File: config.mk
export PLATFORM = sky130hd
export DESIGN_NAME = tsc_unit
export DESIGN_NICKNAME = d
export VERILOG_FILES = /design/src/rtl/tsc_pkg.sv /design/src/rtl/tsc_prescale.sv /design/src/rtl/tsc_counter.sv /design/src/rtl/tsc_gate.sv /design/src/rtl/tsc_unit.sv
export SDC_FILE = /design/constraint.sdc
export NUM_CORES = 1
export LEC_CHECK = 0
export BUFFER_PORTS_ARGS = -buffer_cell sky130_fd_sc_hd__buf_2
export CORE_MARGIN = 2
export CORE_UTILIZATION = 50
export DETAILED_ROUTE_END_ITERATION = 8
export PLACE_DENSITY = 0.78
export SLEW_MARGIN = 20
export SYNTH_ARGS = -nofsm -noshare
export SYNTH_HDL_FRONTEND = slang
export SYNTH_HIERARCHICAL = 1
export SYNTH_SLANG_ARGS = --single-unit
File: constraint.sdc
create_clock -name clk_i -period 5.3 [get_ports clk_i]
set_input_delay 0.53 -clock clk_i [delete_from_list [all_inputs] [get_ports clk_i]]
set_output_delay 0.53 -clock clk_i [all_outputs]
set_load 0.02 [all_outputs]
File: src/rtl/tsc_pkg.sv
package tsc_pkg;

   // Tick source selected by the rate input
   typedef enum logic {
      RATE_CORE = 1'b0,
      RATE_REF  = 1'b1
   } rate_e;

   // Write width selected by the write-mode input
   typedef enum logic {
      WR_LOW  = 1'b0,
      WR_WIDE = 1'b1
   } wr_mode_e;

   // Per-cycle access decision
   typedef struct packed {
      logic grant;   // read accepted, data returned next cycle
      logic deny;    // stamp read refused by privilege check
      logic load;    // write hits the counter address
   } access_s;

endpackage

File: src/rtl/tsc_prescale.sv
module tsc_prescale #(
   parameter int unsigned DIV = 3
) (
   input  logic clk_i,
   input  logic rst_ni,
   input  logic live_i,
   output logic step_o
);
   localparam int unsigned PH_W = (DIV > 1) ? $clog2(DIV) : 1;
   localparam logic [PH_W-1:0] LAST = PH_W'(DIV - 1);

   logic [PH_W-1:0] phase_q;

   always_ff @(posedge clk_i) begin
      if (!rst_ni) begin
         phase_q <= '0;
      end else if (live_i) begin
         phase_q <= (phase_q == LAST) ? '0 : phase_q + 1'b1;
      end
   end

   assign step_o = live_i && (phase_q == LAST);
endmodule

File: src/rtl/tsc_counter.sv
module tsc_counter #(
   parameter int unsigned CNT_W = 64,
   parameter int unsigned LOW_W = 32
) (
   input  logic             clk_i,
   input  logic             rst_ni,
   input  logic             step_i,
   input  logic             load_i,
   input  logic             wide_i,
   input  logic [CNT_W-1:0] wdata_i,
   output logic [CNT_W-1:0] count_o
);
   localparam int unsigned HIGH_W = CNT_W - LOW_W;

   logic [CNT_W-1:0] count_q;
   logic [CNT_W-1:0] load_val;

   always_comb begin
      if (wide_i) begin
         load_val = wdata_i;
      end else begin
         load_val = {{HIGH_W{1'b0}}, wdata_i[LOW_W-1:0]};
      end
   end

   // Load beats step; plain add wraps from all ones to zero
   always_ff @(posedge clk_i) begin
      if (!rst_ni) begin
         count_q <= '0;
      end else if (load_i) begin
         count_q <= load_val;
      end else if (step_i) begin
         count_q <= count_q + 1'b1;
      end
   end

   assign count_o = count_q;
endmodule

File: src/rtl/tsc_gate.sv
module tsc_gate
   import tsc_pkg::*;
#(
   parameter int unsigned            CNT_W      = 64,
   parameter int unsigned            ADDR_W     = 12,
   parameter int unsigned            PRIV_W     = 2,
   parameter logic [ADDR_W-1:0]      STAMP_ADDR = ADDR_W'('h010)
) (
   input  logic              clk_i,
   input  logic              rst_ni,
   input  logic              stamp_rd_i,
   input  logic              reg_rd_i,
   input  logic              reg_wr_i,
   input  logic [ADDR_W-1:0] reg_addr_i,
   input  logic [PRIV_W-1:0] priv_i,
   input  logic              tsd_i,
   input  logic [CNT_W-1:0]  count_i,
   output logic              load_o,
   output logic [CNT_W-1:0]  rd_data_o,
   output logic              rd_valid_o,
   output logic              fault_o
);
   access_s acc;
   logic    addr_hit;
   logic    stamp_ok;

   assign addr_hit = (reg_addr_i == STAMP_ADDR);
   assign stamp_ok = !tsd_i || (priv_i == '0);

   always_comb begin
      acc.load  = reg_wr_i && addr_hit;
      acc.grant = (reg_rd_i && addr_hit) || (stamp_rd_i && stamp_ok);
      acc.deny  = stamp_rd_i && !stamp_ok;
   end

   assign load_o = acc.load;

   // Response register: data is the count seen before this edge's update
   always_ff @(posedge clk_i) begin
      if (!rst_ni) begin
         rd_data_o  <= '0;
         rd_valid_o <= 1'b0;
         fault_o    <= 1'b0;
      end else begin
         rd_data_o  <= acc.grant ? count_i : '0;
         rd_valid_o <= acc.grant;
         fault_o    <= acc.deny;
      end
   end
endmodule

File: src/rtl/tsc_unit.sv
module tsc_unit
   import tsc_pkg::*;
#(
   parameter int unsigned        CNT_W      = 64,
   parameter int unsigned        LOW_W      = 32,
   parameter int unsigned        ADDR_W     = 12,
   parameter int unsigned        PRIV_W     = 2,
   parameter logic [ADDR_W-1:0]  STAMP_ADDR = ADDR_W'('h010),
   parameter int unsigned        REF_DIV    = 1
) (
   input  logic              clk_i,
   input  logic              rst_ni,
   input  logic              core_tick_i,
   input  logic              ref_tick_i,
   input  logic              rate_const_i,
   input  logic              deep_sleep_i,
   input  logic              stamp_rd_i,
   input  logic              reg_rd_i,
   input  logic              reg_wr_i,
   input  logic [ADDR_W-1:0] reg_addr_i,
   input  logic [CNT_W-1:0]  reg_wdata_i,
   input  logic              wr_full_i,
   input  logic [PRIV_W-1:0] priv_i,
   input  logic              tsd_i,
   output logic [CNT_W-1:0]  rd_data_o,
   output logic              rd_valid_o,
   output logic              fault_o
);
   // Elaboration-time parameter checks
   if (CNT_W < 2) begin : g_bad_cnt
      $error("CNT_W must be at least 2");
   end
   if (LOW_W < 1 || LOW_W >= CNT_W) begin : g_bad_low
      $error("LOW_W must lie in 1..CNT_W-1");
   end
   if (REF_DIV < 1) begin : g_bad_div
      $error("REF_DIV must be at least 1");
   end
   if (PRIV_W < 1 || ADDR_W < 1) begin : g_bad_bus
      $error("PRIV_W and ADDR_W must be positive");
   end

   rate_e            rate;
   wr_mode_e         wmode;
   logic             ref_live;
   logic             ref_step;
   logic             core_step;
   logic             step;
   logic             load;
   logic [CNT_W-1:0] stamp_q;

   assign rate  = rate_e'(rate_const_i);
   assign wmode = wr_mode_e'(wr_full_i);

   // Reference path only moves when selected and awake
   assign ref_live  = ref_tick_i && !deep_sleep_i && (rate == RATE_REF);
   assign core_step = core_tick_i && !deep_sleep_i && (rate == RATE_CORE);

   if (REF_DIV == 1) begin : g_ref_direct
      assign ref_step = ref_live;
   end else begin : g_ref_div
      tsc_prescale #(
         .DIV (REF_DIV)
      ) i_prescale (
         .clk_i  (clk_i),
         .rst_ni (rst_ni),
         .live_i (ref_live),
         .step_o (ref_step)
      );
   end

   assign step = core_step || ref_step;

   tsc_counter #(
      .CNT_W (CNT_W),
      .LOW_W (LOW_W)
   ) i_counter (
      .clk_i   (clk_i),
      .rst_ni  (rst_ni),
      .step_i  (step),
      .load_i  (load),
      .wide_i  (wmode == WR_WIDE),
      .wdata_i (reg_wdata_i),
      .count_o (stamp_q)
   );

   tsc_gate #(
      .CNT_W      (CNT_W),
      .ADDR_W     (ADDR_W),
      .PRIV_W     (PRIV_W),
      .STAMP_ADDR (STAMP_ADDR)
   ) i_gate (
      .clk_i      (clk_i),
      .rst_ni     (rst_ni),
      .stamp_rd_i (stamp_rd_i),
      .reg_rd_i   (reg_rd_i),
      .reg_wr_i   (reg_wr_i),
      .reg_addr_i (reg_addr_i),
      .priv_i     (priv_i),
      .tsd_i      (tsd_i),
      .count_i    (stamp_q),
      .load_o     (load),
      .rd_data_o  (rd_data_o),
      .rd_valid_o (rd_valid_o),
      .fault_o    (fault_o)
   );
endmodule

Yosys cells after proc, flatten, opt, wreduce, memory -nomap -nowiden
Index checks and enable logic that the tools add are counted.

word-level totals
  flip-flop bits (word level) = 130
  input bits = 89
  output and inout bits = 66
  logic and storage cells = 27

cells by class
  add/subtract/negate cells = 1
  equal/unequal tests = 1
  mux-type cells = 3
  bitwise gates (word level) = 1
  reduce and logical (&&, ||, !) cells = 17

operators with widths
  operator                 count
  $mux W64                 3
  $add A64 B1 Y64 const B  1
  $eq A12 B5 Y1 const B    1
  $logic_and A1 B1 Y1      8
  $logic_not A1 Y1         3
  $logic_or A1 B1 Y1       3
  $logic_not A2 Y1         1
  $reduce_and A2 Y1        1
  $reduce_bool A2 Y1       1
  $not A1 Y1               1

Logic depth before layout (Yosys ltp)
Gate-level depths: netlist of run 1.

  word-level depth = 6
  gate-level depth with buffers = 9
  depth with buffers taken out = 7

By module
The synthesis of run 1 kept the hierarchy.

modules (own cells, without submodules)
  module       times used  cells each  area each (um^2)  seq. area each (um^2)
  tsc_counter  1           583         4429.2            1281.2
  tsc_gate     1           155         2029.4            1321.3
  tsc_unit     1           2           13.8              0.0

Worst setup path before layout of run 1
No wires, ideal clock.

  path type = input to register
  start point = input reg_addr_i[5]
  end point = register i_counter.count_q[38], in the netlist i_counter/count_o[38]
  setup time = 0.119 ns
  data arrival time = 2.174 ns
  required time = 5.181 ns
  path slack = 3.007 ns
  cell stages on the path = 7
  buffers on the path = 3
  cell sequence = nor4b_2 -> and4_1 -> clkbuf_1 -> clkbuf_1 -> clkbuf_1 -> a31oi_1 -> o221a_2

between the ends
  word-level cells in the longest chain between the ends = 3
  elaborated cells between the ends (all ways) = 4
  classes of those cells = eq/ne (1); mux (1); reduce/logical (2)

RTL lines
  what                                                   RTL line           source
  from (decl)                                            tsc_unit.sv:20     input logic [ADDR_W-1:0] reg_addr_i,
  $eq A12 B5 Y1 (*)                                      tsc_gate.sv:27     assign addr_hit = (reg_addr_i == STAMP_ADDR);
  $logic_and A1 B1 Y1 (*)                                tsc_gate.sv:31     acc.load = reg_wr_i && addr_hit;
  via load                                               tsc_unit.sv:49     logic load;
  $mux W64 / $reduce_bool A2 Y1 (equally long branches)  n/a
  to (signal assigned)                                   tsc_counter.sv:31  count_q <= load_val;
  to (signal assigned)                                   tsc_counter.sv:33  count_q <= count_q + 1'b1;
  to (decl)                                              tsc_counter.sv:15  logic [CNT_W-1:0] count_q;

The timed path passes the listed nets; every way through them passes the cells marked *.
A chain may end at the register's enable or synchronous reset.

Worst setup path in the final report of run 1
  start point = input reg_addr_i[9]
  end point = register i_counter.count_q[12], in the netlist i_counter/count_o[12]

The elaborated chain is that of the path after synthesis.

==> summary.txt, run 1 <==
Clocking
  – TritonCTS clock tree: done
  – Hold Buf Count CTS: 0
  – CTS resizes: 0
  – Clock Sinks: 130
  – Root Driver: clkbuf_16
  – Setup bufs post-CTS: 0
  – Num CTS Buffers: 17
  – H-tree depth: 4
  – Clock Path Buffers: 2
  – Clk Latency, worst-skew pair: 0.42 ns
  – Reg clk slew, reported paths: roughly 0.060 ns

Synthesis
  – Post-Syn Area per Cell: 8.75 sq um
  – Post-synth EDFFs: 0
  – Syn nets: 830
  – #FFs+latches synth: 130
  – Yosys top cell by area: dfxtp_1
  – Warnings from Yosys: 6
  – Synth async-reset ratio: 0%
  – Seq/Total Area, Yosys: 40.2%
  – Gate Count Post-Synth: 740
  – Post-Syn Area: 0.00647 sq mm
  – Share of the synthesized area in the top cell type: 40.2%
  – Top_reg_cell synth: dfxtp_1
  – Leading post-synthesis cells by cell area: dfxtp_1 40%, nand2_1 5.1%, a21boi_1 4.3%
  – Synth cell types: 69

Worst setup path
  – FF-to-FF path depth: 5
  – Worst path cell trace: buf_2, nor4_2, and4_2, clkinv_1, o21ai_0, a21oi_1
  – Critical path class: in2reg
  – WP data arrival: 3.50 ns
  – Reg-to-reg endpoint: i_counter/count_o[42]$_SDFFE_PN0P_
  – CP max stage delay: between 1 and 1.5 ns
  – Element type at the critical path end: flip-flop
  – R2R Path Start: i_counter/count_o[3]$_SDFFE_PN0P_
  – Crit-path slowest cell: clkinv_1
  – R2R setup slack: 2.57 ns
  – Crit path required time: 5.57 ns
  – CP Launch Type: primary input
  – Worst Path Max Fanout: 47

Drt
  – Initial drt markers: 752
  – Routed via count: 6255
  – Met1 wire length: 8330 microns
  – Via/cell ratio: between 5 and 6
  – Drt drc: 0
  – Antenna-violating nets left: 0
  – Initial DRT Pass Iterations: 6
  – Met2 WL: 7980 microns
  – Wire length per cell: 17.3 microns
  – Total Routed Length: 18100 microns
  – WL met3: 1470 microns
  – Highest metal used: met4

Worst hold path
  – Hold WC Path Type: in2reg
  – Hold path depth: 3
  – WHS Endpoint: i_counter/count_o[36]$_SDFFE_PN0P_
  – Worst hold path startpoint: reg_wdata_i[36]

Placement
  – Port bufs: between 150 and 200
  – GP Congestion: ~0.97
  – Placement Cell Area: 0.00725 sq mm
  – DP Wirelength: 12300 microns
  – Pre-CTS worst setup slack: 2.04 ns

Final layout
  – Final net count: between 900 and 1k
  – Synth-to-layout area growth: 22.3%
  – Finished Cell Area: 0.00791 sq mm
  – Ant. Diodes: 0
  – Fill cells: 1097
  – Share of cells above drive strength 1: 26.0%

Global route
  – First-pass GRT wire length: 29200 microns
  – Vias in the first global route: 5646
  – Largest net degree at the start of global routing: 66
  – Grt total ovfl: 0
  – Initial antenna violation count: 0
  – Overall Global Routing Usage: 26.1%

Pwr
  – Sw Share: between 20% and 30%
  – Worst vdd ir: 0.180 mV
  – Combinational Power Share: between 4 and 5%
  – Clock power frac: 54.0%
  – Sw Pwr: 509 uW
  – Internal: 1890 uW
  – P_leak: 0.00317 uW
  – Power Dens Cells: 303 mW/mm^2
  – Sequential power share: 41.5%

Timing
  – Slew @ Worst Pin: about 1.0 ns
  – Rel. slew slack: 29.9%
  – Final worst slack: 2.07 ns
  – Unrepaired setup endpoints after global routing: no
  – Max-slew violations: 0
  – Final hold vios: 0
  – Min Tclk post-route: about 3.2 ns
  – # setup viols final: 0
  – Setup TNS: 0 ns
  – Achievable Freq: approximately 310 MHz
  – Period utilization: 60.9%
  – Final Skew: between 0.008 and 0.009 ns

Floorplan
  – Ports: 155
  – Core area: 0.0126 sq mm
  – Row Count: between 40 and 50
  – Die Y: around 120 microns
  – Die area: 0.0139 sq mm
  – Initial Utilization: 51.3%
  – Die width: 118 microns

Run
  – Max Cap Viol: 0

Status
  – Status: complete, no violations
==> through the flow <==
stage | power [uW] | utilization, % | instances | hold WS, ns
2_1_floorplan | 1060 | - | 740 | 0.446
3_3_place_gp | 1120 | 57.5 | 1016 | 0.501
3_5_place_dp | 1120 | 57.5 | 1016 | 0.503
4_1_cts | 2410 | 62.7 | 1048 | 0.311
5_1_grt | 2470 | 62.7 | 1048 | 0.316
6_report | 2400 | 62.7 | 1048 | 0.327
==> how the worst max path moves through the flow <==
stage,endpoint,slack (ns),startpoint
after floorplan,i_counter/count_o[38]$_SDFFE_PN0P_,3.01,reg_addr_i[5]
after global placement,i_counter/count_o[49]$_SDFFE_PN0P_,2.18,reg_addr_i[5]
after detailed placement,i_counter/count_o[49]$_SDFFE_PN0P_,2.04,reg_addr_i[5]
after CTS,i_counter/count_o[49]$_SDFFE_PN0P_,2.45,reg_addr_i[5]
after global routing,i_counter/count_o[15]$_SDFFE_PN0P_,1.77,reg_addr_i[5]
final,i_counter/count_o[12]$_SDFFE_PN0P_,2.07,reg_addr_i[9]
==> kinds of logic after synthesis <==
kind of cell / Yosys count / share of synthesized area [%]
DFF: 130 / 40.2
xor gates and xnor gates: 27 / 3.65
and+or+nand+nor: 313 / 27.4
adders and majority gates: 1 / 0.193
buffers and inverters: 66 / 4.56
AOI/OAI and AO/OA: 198 / 23.2
muxes: 5 / 0.793
==> power by group through the flow <==
| stage | combinational (uW) | sequential [uW] | clock (uW) |
|---|---|---|---|
| floorplan | 49.9 | 1010 | 0 |
| global placement | 104 | 1010 | 0 |
| detailed placement | 106 | 1010 | 0 |
| CTS | 106 | 993 | 1310 |
| global route | 117 | 994 | 1350 |
| finish | 108 | 994 | 1300 |
==> layout make-up <==
type | instances | area [sq um] | share of cell area [%]
Inverter | 10 | 37.5 | 0.474
Timing Repair Buffer | 160 | 816 | 10.3
Multi-Input combinational cell | 544 | 3580 | 45.3
Clock inverter | 13 | 206 | 2.61
Tap cell | 172 | 215 | 2.72
Sequential cell | 130 | 2600 | 32.9
Clock buffer | 19 | 453 | 5.72
==> registers in the layout, summed over array words and instances, names as in the netlist <==
register and cells:
i_gate/rd_valid_o 1, i_gate/rd_data_o 64, i_gate/fault_o 1, i_counter/count_o 64
==> synthesized netlist by cell type (3+ instances only) <==
master	n
o41a_1	3
and3_1	17
o211a_1	15
a21boi_0	15
clkbuf_1	41
nand2b_1	12
dfxtp_1	130
o21a_1	4
o21ai_0	28
a211oi_1	3
a211o_1	4
nor4_2	4
nor3_1	19
o211ai_1	3
nor4_1	22
xnor2_1	11
a21boi_1	37
nor3_2	3
o2111a_1	3
inv_1	10
buf_1	4
o311ai_0	11
and2_1	8
nor2_1	16
xor2_1	16
and4_1	13
nand2_1	88
or4_1	11
a21oi_1	26
a21boi_2	13
o311a_1	3
a31oi_1	7
buf_2	4
nand3_1	47
mux2i_1	4
buf_6	5
nand4_1	34
o31ai_1	6
==> placed cells by master, fill, tap and decap left out, types with 19 or more instances in the layout <==
| cell type | instances |
|---|---|
| nor4_1 | 22 |
| nand3_1 | 46 |
| a21boi_1 | 37 |
| buf_2 | 154 |
| o21ai_0 | 28 |
| a21oi_1 | 26 |
| nand2_1 | 88 |
| nand4_1 | 34 |
| dfxtp_1 | 130 |
| nor3_1 | 19 |
==> worst max-delay path, delay by kind of cell <==
family | cells | cell delay [ns]
compound gates | 2 | 0.54
buf+inv | 2 | 1.19
simple gates | 2 | 1.21
==> routing by layer <==
layer	GRT usage [%]	vias up
met2	39.2	305
met3	6.30	30
li1	-	3037
met4	8.43	0
met5	0	-
met1	36.7	2883
Note: power is estimated with default switching activity, not from simulation.
==> inputs of run 2 (changes only) <==
CORE_UTILIZATION = 49   (was 50)
PLACE_DENSITY = 0.8   (was 0.78)
clock period = 2.8 ns   (was 5.3 ns; I/O delays follow)
==> run 2 against run 1 <==
Against the previous run:
- sequential cell count stayed put
- combinational power is 95% higher
- total power is 85% higher
- via count is 3.3% higher
- critical path depth stayed put
- core utilization is 0.20 points higher
- first-iteration DRC count is 3.1% lower
- register-to-register slack worse by 2.2 ns
==> summary.txt, run 2 (synthesis results as in run 1) <==
Status
  – Status: complete, no violations

Clocking
  – Reg clk slew, reported paths: 0.06 ns
  – Clk Latency, worst-skew pair: roughly 0.42 ns
  – Hold Buf Count CTS: 0
  – Setup bufs post-CTS: 0
  – Root Driver: clkbuf_16
  – CTS resizes: 0
  – Num CTS Buffers: 17
  – TritonCTS clock tree: done
  – H-tree depth: 4
  – Clock Sinks: 130
  – Clock Path Buffers: 2

Placement
  – GP Congestion: slightly above 0.9
  – Port bufs: ~150
  – DP Wirelength: 12700 microns
  – Pre-CTS worst setup slack: 0.462 ns
  – Inst Count DP: slightly above 1k

Drt
  – Initial drt markers: 729
  – Via/cell ratio: between 6 and 7
  – Routed via count: 6460
  – Total Routed Length: 18600 microns
  – Antenna-violating nets left: 0
  – Drt drc: 0
  – Wire length per cell: 17.5 microns
  – Initial DRT Pass Iterations: 6

Floorplan
  – Ports: 155
  – Die Y: 119 microns
  – Core area: roughly 0.013 sq mm
  – Initial Utilization: around 51%
  – Die width: 119 microns
  – Die area: 0.0141 sq mm
  – Row Count: 41

Worst hold path
  – Hold WC Path Type: in2reg
  – Hold path depth: 2
  – WHS Endpoint: i_counter/count_o[44]$_SDFFE_PN0P_
  – Worst hold path startpoint: reg_wdata_i[44]

Final layout
  – Area occupied by multi-input gates: 0.00358 sq mm
  – Final net count: 971
  – Seq. cell area: 0.00260 sq mm
  – Fill cells: 1050
  – Ant. Diodes: 0
  – Share of cells above drive strength 1: 27.4%
  – Layout Utilization: 62.9%
  – Synth-to-layout area growth: 24.2%
  – Cell Count, Final, Fillers Out: 1066
  – Commonest non-fill, non-tap cell in the layout: buf_2
  – Most frequent cells in the layout: 154 x buf_2, 130 x dfxtp_1, 88 x nand2_1, 46 x nand3_1, 37 x a21boi_1

Run
  – Max Cap Viol: 0

Global route
  – Initial antenna violation count: 0
  – Largest net degree at the start of global routing: 66
  – Grt total ovfl: 0
  – Vias in the first global route: approximately 5.8k
  – First-pass GRT wire length: 29400 microns
  – Overall Global Routing Usage: about a quarter

Timing
  – Rel. slew slack: around two fifths
  – Period utilization: about 85%
  – Setup TNS: 0 ns
  – Final hold vios: 0
  – Achievable Freq: 418 MHz
  – Slew @ Worst Pin: 0.870 ns
  – Min Tclk post-route: 2.39 ns
  – Unrepaired setup endpoints after global routing: no
  – # setup viols final: 0
  – Final Skew: ~0.0071 ns
  – Final worst slack: just over 0.4 ns
  – Max-slew violations: 0

Worst setup path
  – Worst Path Max Fanout: 10
  – FF-to-FF path depth: 6
  – R2R Path Start: i_counter/count_o[3]$_SDFFE_PN0P_
  – Critical path class: reg2reg
  – Reg-to-reg endpoint: i_counter/count_o[39]$_SDFFE_PN0P_
  – Crit path required time: 3.11 ns
  – CP Launch Type: flip-flop
  – Element type at the critical path end: flip-flop
  – WP data arrival: 2.70 ns
  – R2R setup slack: 0.41 ns

Pwr
  – Power Dens Cells: 552 mW/mm^2
  – P_leak: between 0.003 and 0.004 uW
  – Worst vdd ir: 0.386 mV
-- run 2: report_power, final --
group          switching [uW]  leakage (uW)  total (uW)  internal [uW]
combinational             124       0.00191         211           87.1
clock                     807      0.000304        2350           1540
sequential               15.9       0.00105        1880           1860
-- run 2: cell type report --
class,count,share of cell area [%]
Multi-Input combinational cell,544,44.6
Sequential cell,130,32.4
Timing Repair Buffer,178,12.0
Clock buffer,24,6.37
Tap cell,172,2.68
Clock inverter,8,1.53
Inverter,10,0.467
-- run 2: worst max-delay path by stage --
stage	start	endpoint	slack, ns	cells after the start
floorplan	reg_addr_i[5]	i_counter/count_o[38]$_SDFFE_PN0P_	0.76	7
global placement	i_counter/count_o[4]$_SDFFE_PN0P_	i_counter/count_o[39]$_SDFFE_PN0P_	0.51	6
detailed placement	i_counter/count_o[3]$_SDFFE_PN0P_	i_counter/count_o[39]$_SDFFE_PN0P_	0.46	6
CTS	i_counter/count_o[3]$_SDFFE_PN0P_	i_counter/count_o[39]$_SDFFE_PN0P_	0.44	6
global route	i_counter/count_o[3]$_SDFFE_PN0P_	i_counter/count_o[39]$_SDFFE_PN0P_	0.26	6
finish	i_counter/count_o[3]$_SDFFE_PN0P_	i_counter/count_o[39]$_SDFFE_PN0P_	0.41	6
-- run 2: critical path: stages (launching register included) --
cell and delay (ns):
dfxtp_1 0.43, nand4_1 0.25, nor4_1 0.67, buf_4 0.30
nand3_1 0.14, o211a_1 0.24, a211o_1 0.26
-- run 2: routing by layer --
metal  vias up  routed length [microns]  track usage [%]
met2       335                     8120             38.3
li1       3069                        -                -
met5         -                        0                0
met3        42                     1540             5.12
met4         0                      519             12.4
met1      3014                     8440             36.6
-- run 2: through the flow --
stage	power [uW]	cell area (sq um)	hold WS [ns]
2_1_floorplan	2010	6470	0.389
3_3_place_gp	2120	7400	0.492
3_5_place_dp	2120	7400	0.493
4_1_cts	4460	8040	0.0648
5_1_grt	4580	8040	0.0710
6_report	4440	8040	0.0748
==> inputs of run 3 (changes only) <==
CORE_UTILIZATION = 50   (was 49)
PLACE_DENSITY = 0.78   (was 0.8)
clock period = 2.9 ns   (was 2.8 ns; I/O delays follow)
==> run 3 against run 2 <==
Against the previous run:
- via count decreased by 1.3%
- global-route usage rose by 0.52 points
- final area is 0.58% lower
==> summary.txt, run 3 (synthesis results as in run 1) <==
Drt
  – Drt drc: 0
  – Initial drt markers: 562
  – Antenna-violating nets left: 0
  – Initial DRT Pass Iterations: 5
  – Via/cell ratio: 5.99
  – Total Routed Length: between 15000 and 20000 microns
  – Routed via count: 6373
  – Wire length per cell: 17.2 microns

Clocking
  – Clock Sinks: 130
  – Num CTS Buffers: 17
  – Reg clk slew, reported paths: 0.06 ns
  – Clock Path Buffers: 2
  – Hold Buf Count CTS: 0
  – H-tree depth: 4
  – CTS resizes: 0
  – TritonCTS clock tree: done
  – Setup bufs post-CTS: 0
  – Clk Latency, worst-skew pair: approximately 0.42 ns
  – Root Driver: clkbuf_16

Final layout
  – Ant. Diodes: 0
  – Layout Utilization: 63.3%
  – Area occupied by multi-input gates: roughly 0.0036 sq mm
  – Most frequent cells in the layout: 154 x buf_2, 130 x dfxtp_1, 88 x nand2_1, 46 x nand3_1, 37 x a21boi_1
  – Commonest non-fill, non-tap cell in the layout: buf_2
  – Final net count: 969
  – Seq. cell area: 0.00260 sq mm
  – Fill cells: between 1k and 1.5k
  – Share of cells above drive strength 1: 27.4%
  – Synth-to-layout area growth: 23.4%

Timing
  – Slew @ Worst Pin: 0.905 ns
  – Setup TNS: 0 ns
  – Min Tclk post-route: 2.33 ns
  – Rel. slew slack: 39.5%
  – Final Skew: 0.00654 ns
  – # setup viols final: 0
  – Hold WS: 0.0708 ns
  – Final hold vios: 0
  – Max-slew violations: 0
  – Achievable Freq: 429 MHz
  – Unrepaired setup endpoints after global routing: no
  – Final worst slack: 0.570 ns
  – Period utilization: 80.4%

Global route
  – Initial antenna violation count: 0
  – Vias in the first global route: 6002
  – Overall Global Routing Usage: 26.6%
  – Grt total ovfl: 0
  – M3 GR Usage: 5.62%
  – Layer with the highest usage: met2
  – First-pass GRT wire length: 29900 microns
  – Met1 Resource Use GR: 36.9%
  – Met2 Resource Use GR: ~41%
  – Largest net degree at the start of global routing: 66

Floorplan
  – Die area: 0.0139 sq mm
  – Initial Utilization: 51.3%
  – Row Count: 41
  – Ports: 155
  – Die Y: 118 microns
  – Core area: 0.0126 sq mm
  – Die width: 118 microns

Worst setup path
  – Element type at the critical path end: flip-flop
  – Critical path class: reg2reg
  – CP Launch Type: flip-flop
  – Crit path required time: 3.24 ns
  – WP data arrival: 2.67 ns
  – Worst Path Max Fanout: 8

Status
  – Status: complete, no violations

Placement
  – GP Congestion: 0.971
  – Pre-CTS worst setup slack: between 0.6 and 0.7 ns
  – DP Wirelength: 12700 microns
  – Port bufs: 154

Worst hold path
  – Hold WC Path Type: in2reg

Run
  – Max Cap Viol: 0

Pwr
  – P_leak: 0.00323 uW
  – Sequential power share: between 40% and 50%
  – Combinational Power Share: 4.9%
  – Sw Pwr: 923 uW
  – Internal: 3250 uW
  – Clock power frac: 51.7%
  – Power Dens Cells: 522 mW/mm^2
  – Worst vdd ir: 0.365 mV
  – Sw Share: 22.1%
  – Power, Total: 4170 uW
run 3: cell count changes in the layout (fill, tap and decap cells not counted), sizes merged:
cell,delta
clkbuf,-6
clkinv,+6
buf,-2
run 3: final timing paths:
| kind | endpoint | slack, ns | startpoint | depth (start not counted) |
|---|---|---|---|---|
| worst min-delay path | i_counter/count_o[32]$_SDFFE_PN0P_ | 0.07 | reg_wdata_i[32] | 3 |
| worst max-delay path | i_counter/count_o[29]$_SDFFE_PN0P_ | 0.57 | i_counter/count_o[10]$_SDFFE_PN0P_ | 5 |
| worst max register to register | i_counter/count_o[29]$_SDFFE_PN0P_ | 0.57 | i_counter/count_o[10]$_SDFFE_PN0P_ | 5 |
| worst min register to register | i_gate/rd_data_o[21]$_SDFF_PN0_ | 0.51 | i_counter/count_o[21]$_SDFFE_PN0P_ | 1 |
run 3: area by class of cell:
class                      instances  share of cell area (%)
multi-input combinational        544                    44.8
sequential                       130                    32.6
timing repair buffer             176                    11.9
clock buffer                      18                    5.50
tap                              172                    2.69
clock inverter                    14                    2.05
inverter                          10                   0.470
run 3: power groups by stage:
stage	clock [uW]	sequential, uW	combinational, uW
finish	2160	1810	203
global route	2270	1810	223
CTS	2180	1810	201
detailed placement	0	1850	199
global placement	0	1850	198
floorplan	0	1850	91.2
run 3: layer usage:
layer / routed length [microns] / up-vias
met4: 361 / 0
met3: 1280 / 32
met2: 8200 / 273
met5: 0 / -
li1: - / 3064
met1: 8480 / 3004
run 3: through the flow:
stage | area [sq um] | std cells
2_1_floorplan | 6470 | 740
3_3_place_gp | 7390 | 1032
3_5_place_dp | 7390 | 1032
4_1_cts | 7990 | 1064
5_1_grt | 7990 | 1064
6_report | 7990 | 1064
run 3: worst max-delay path: stages, from the launching register on:
cell and delay (ns):
dfxtp_1 0.40, nand4_2 0.23, nor4_2 0.53, nand4_1 0.36
or4_1 0.51, a31oi_1 0.22
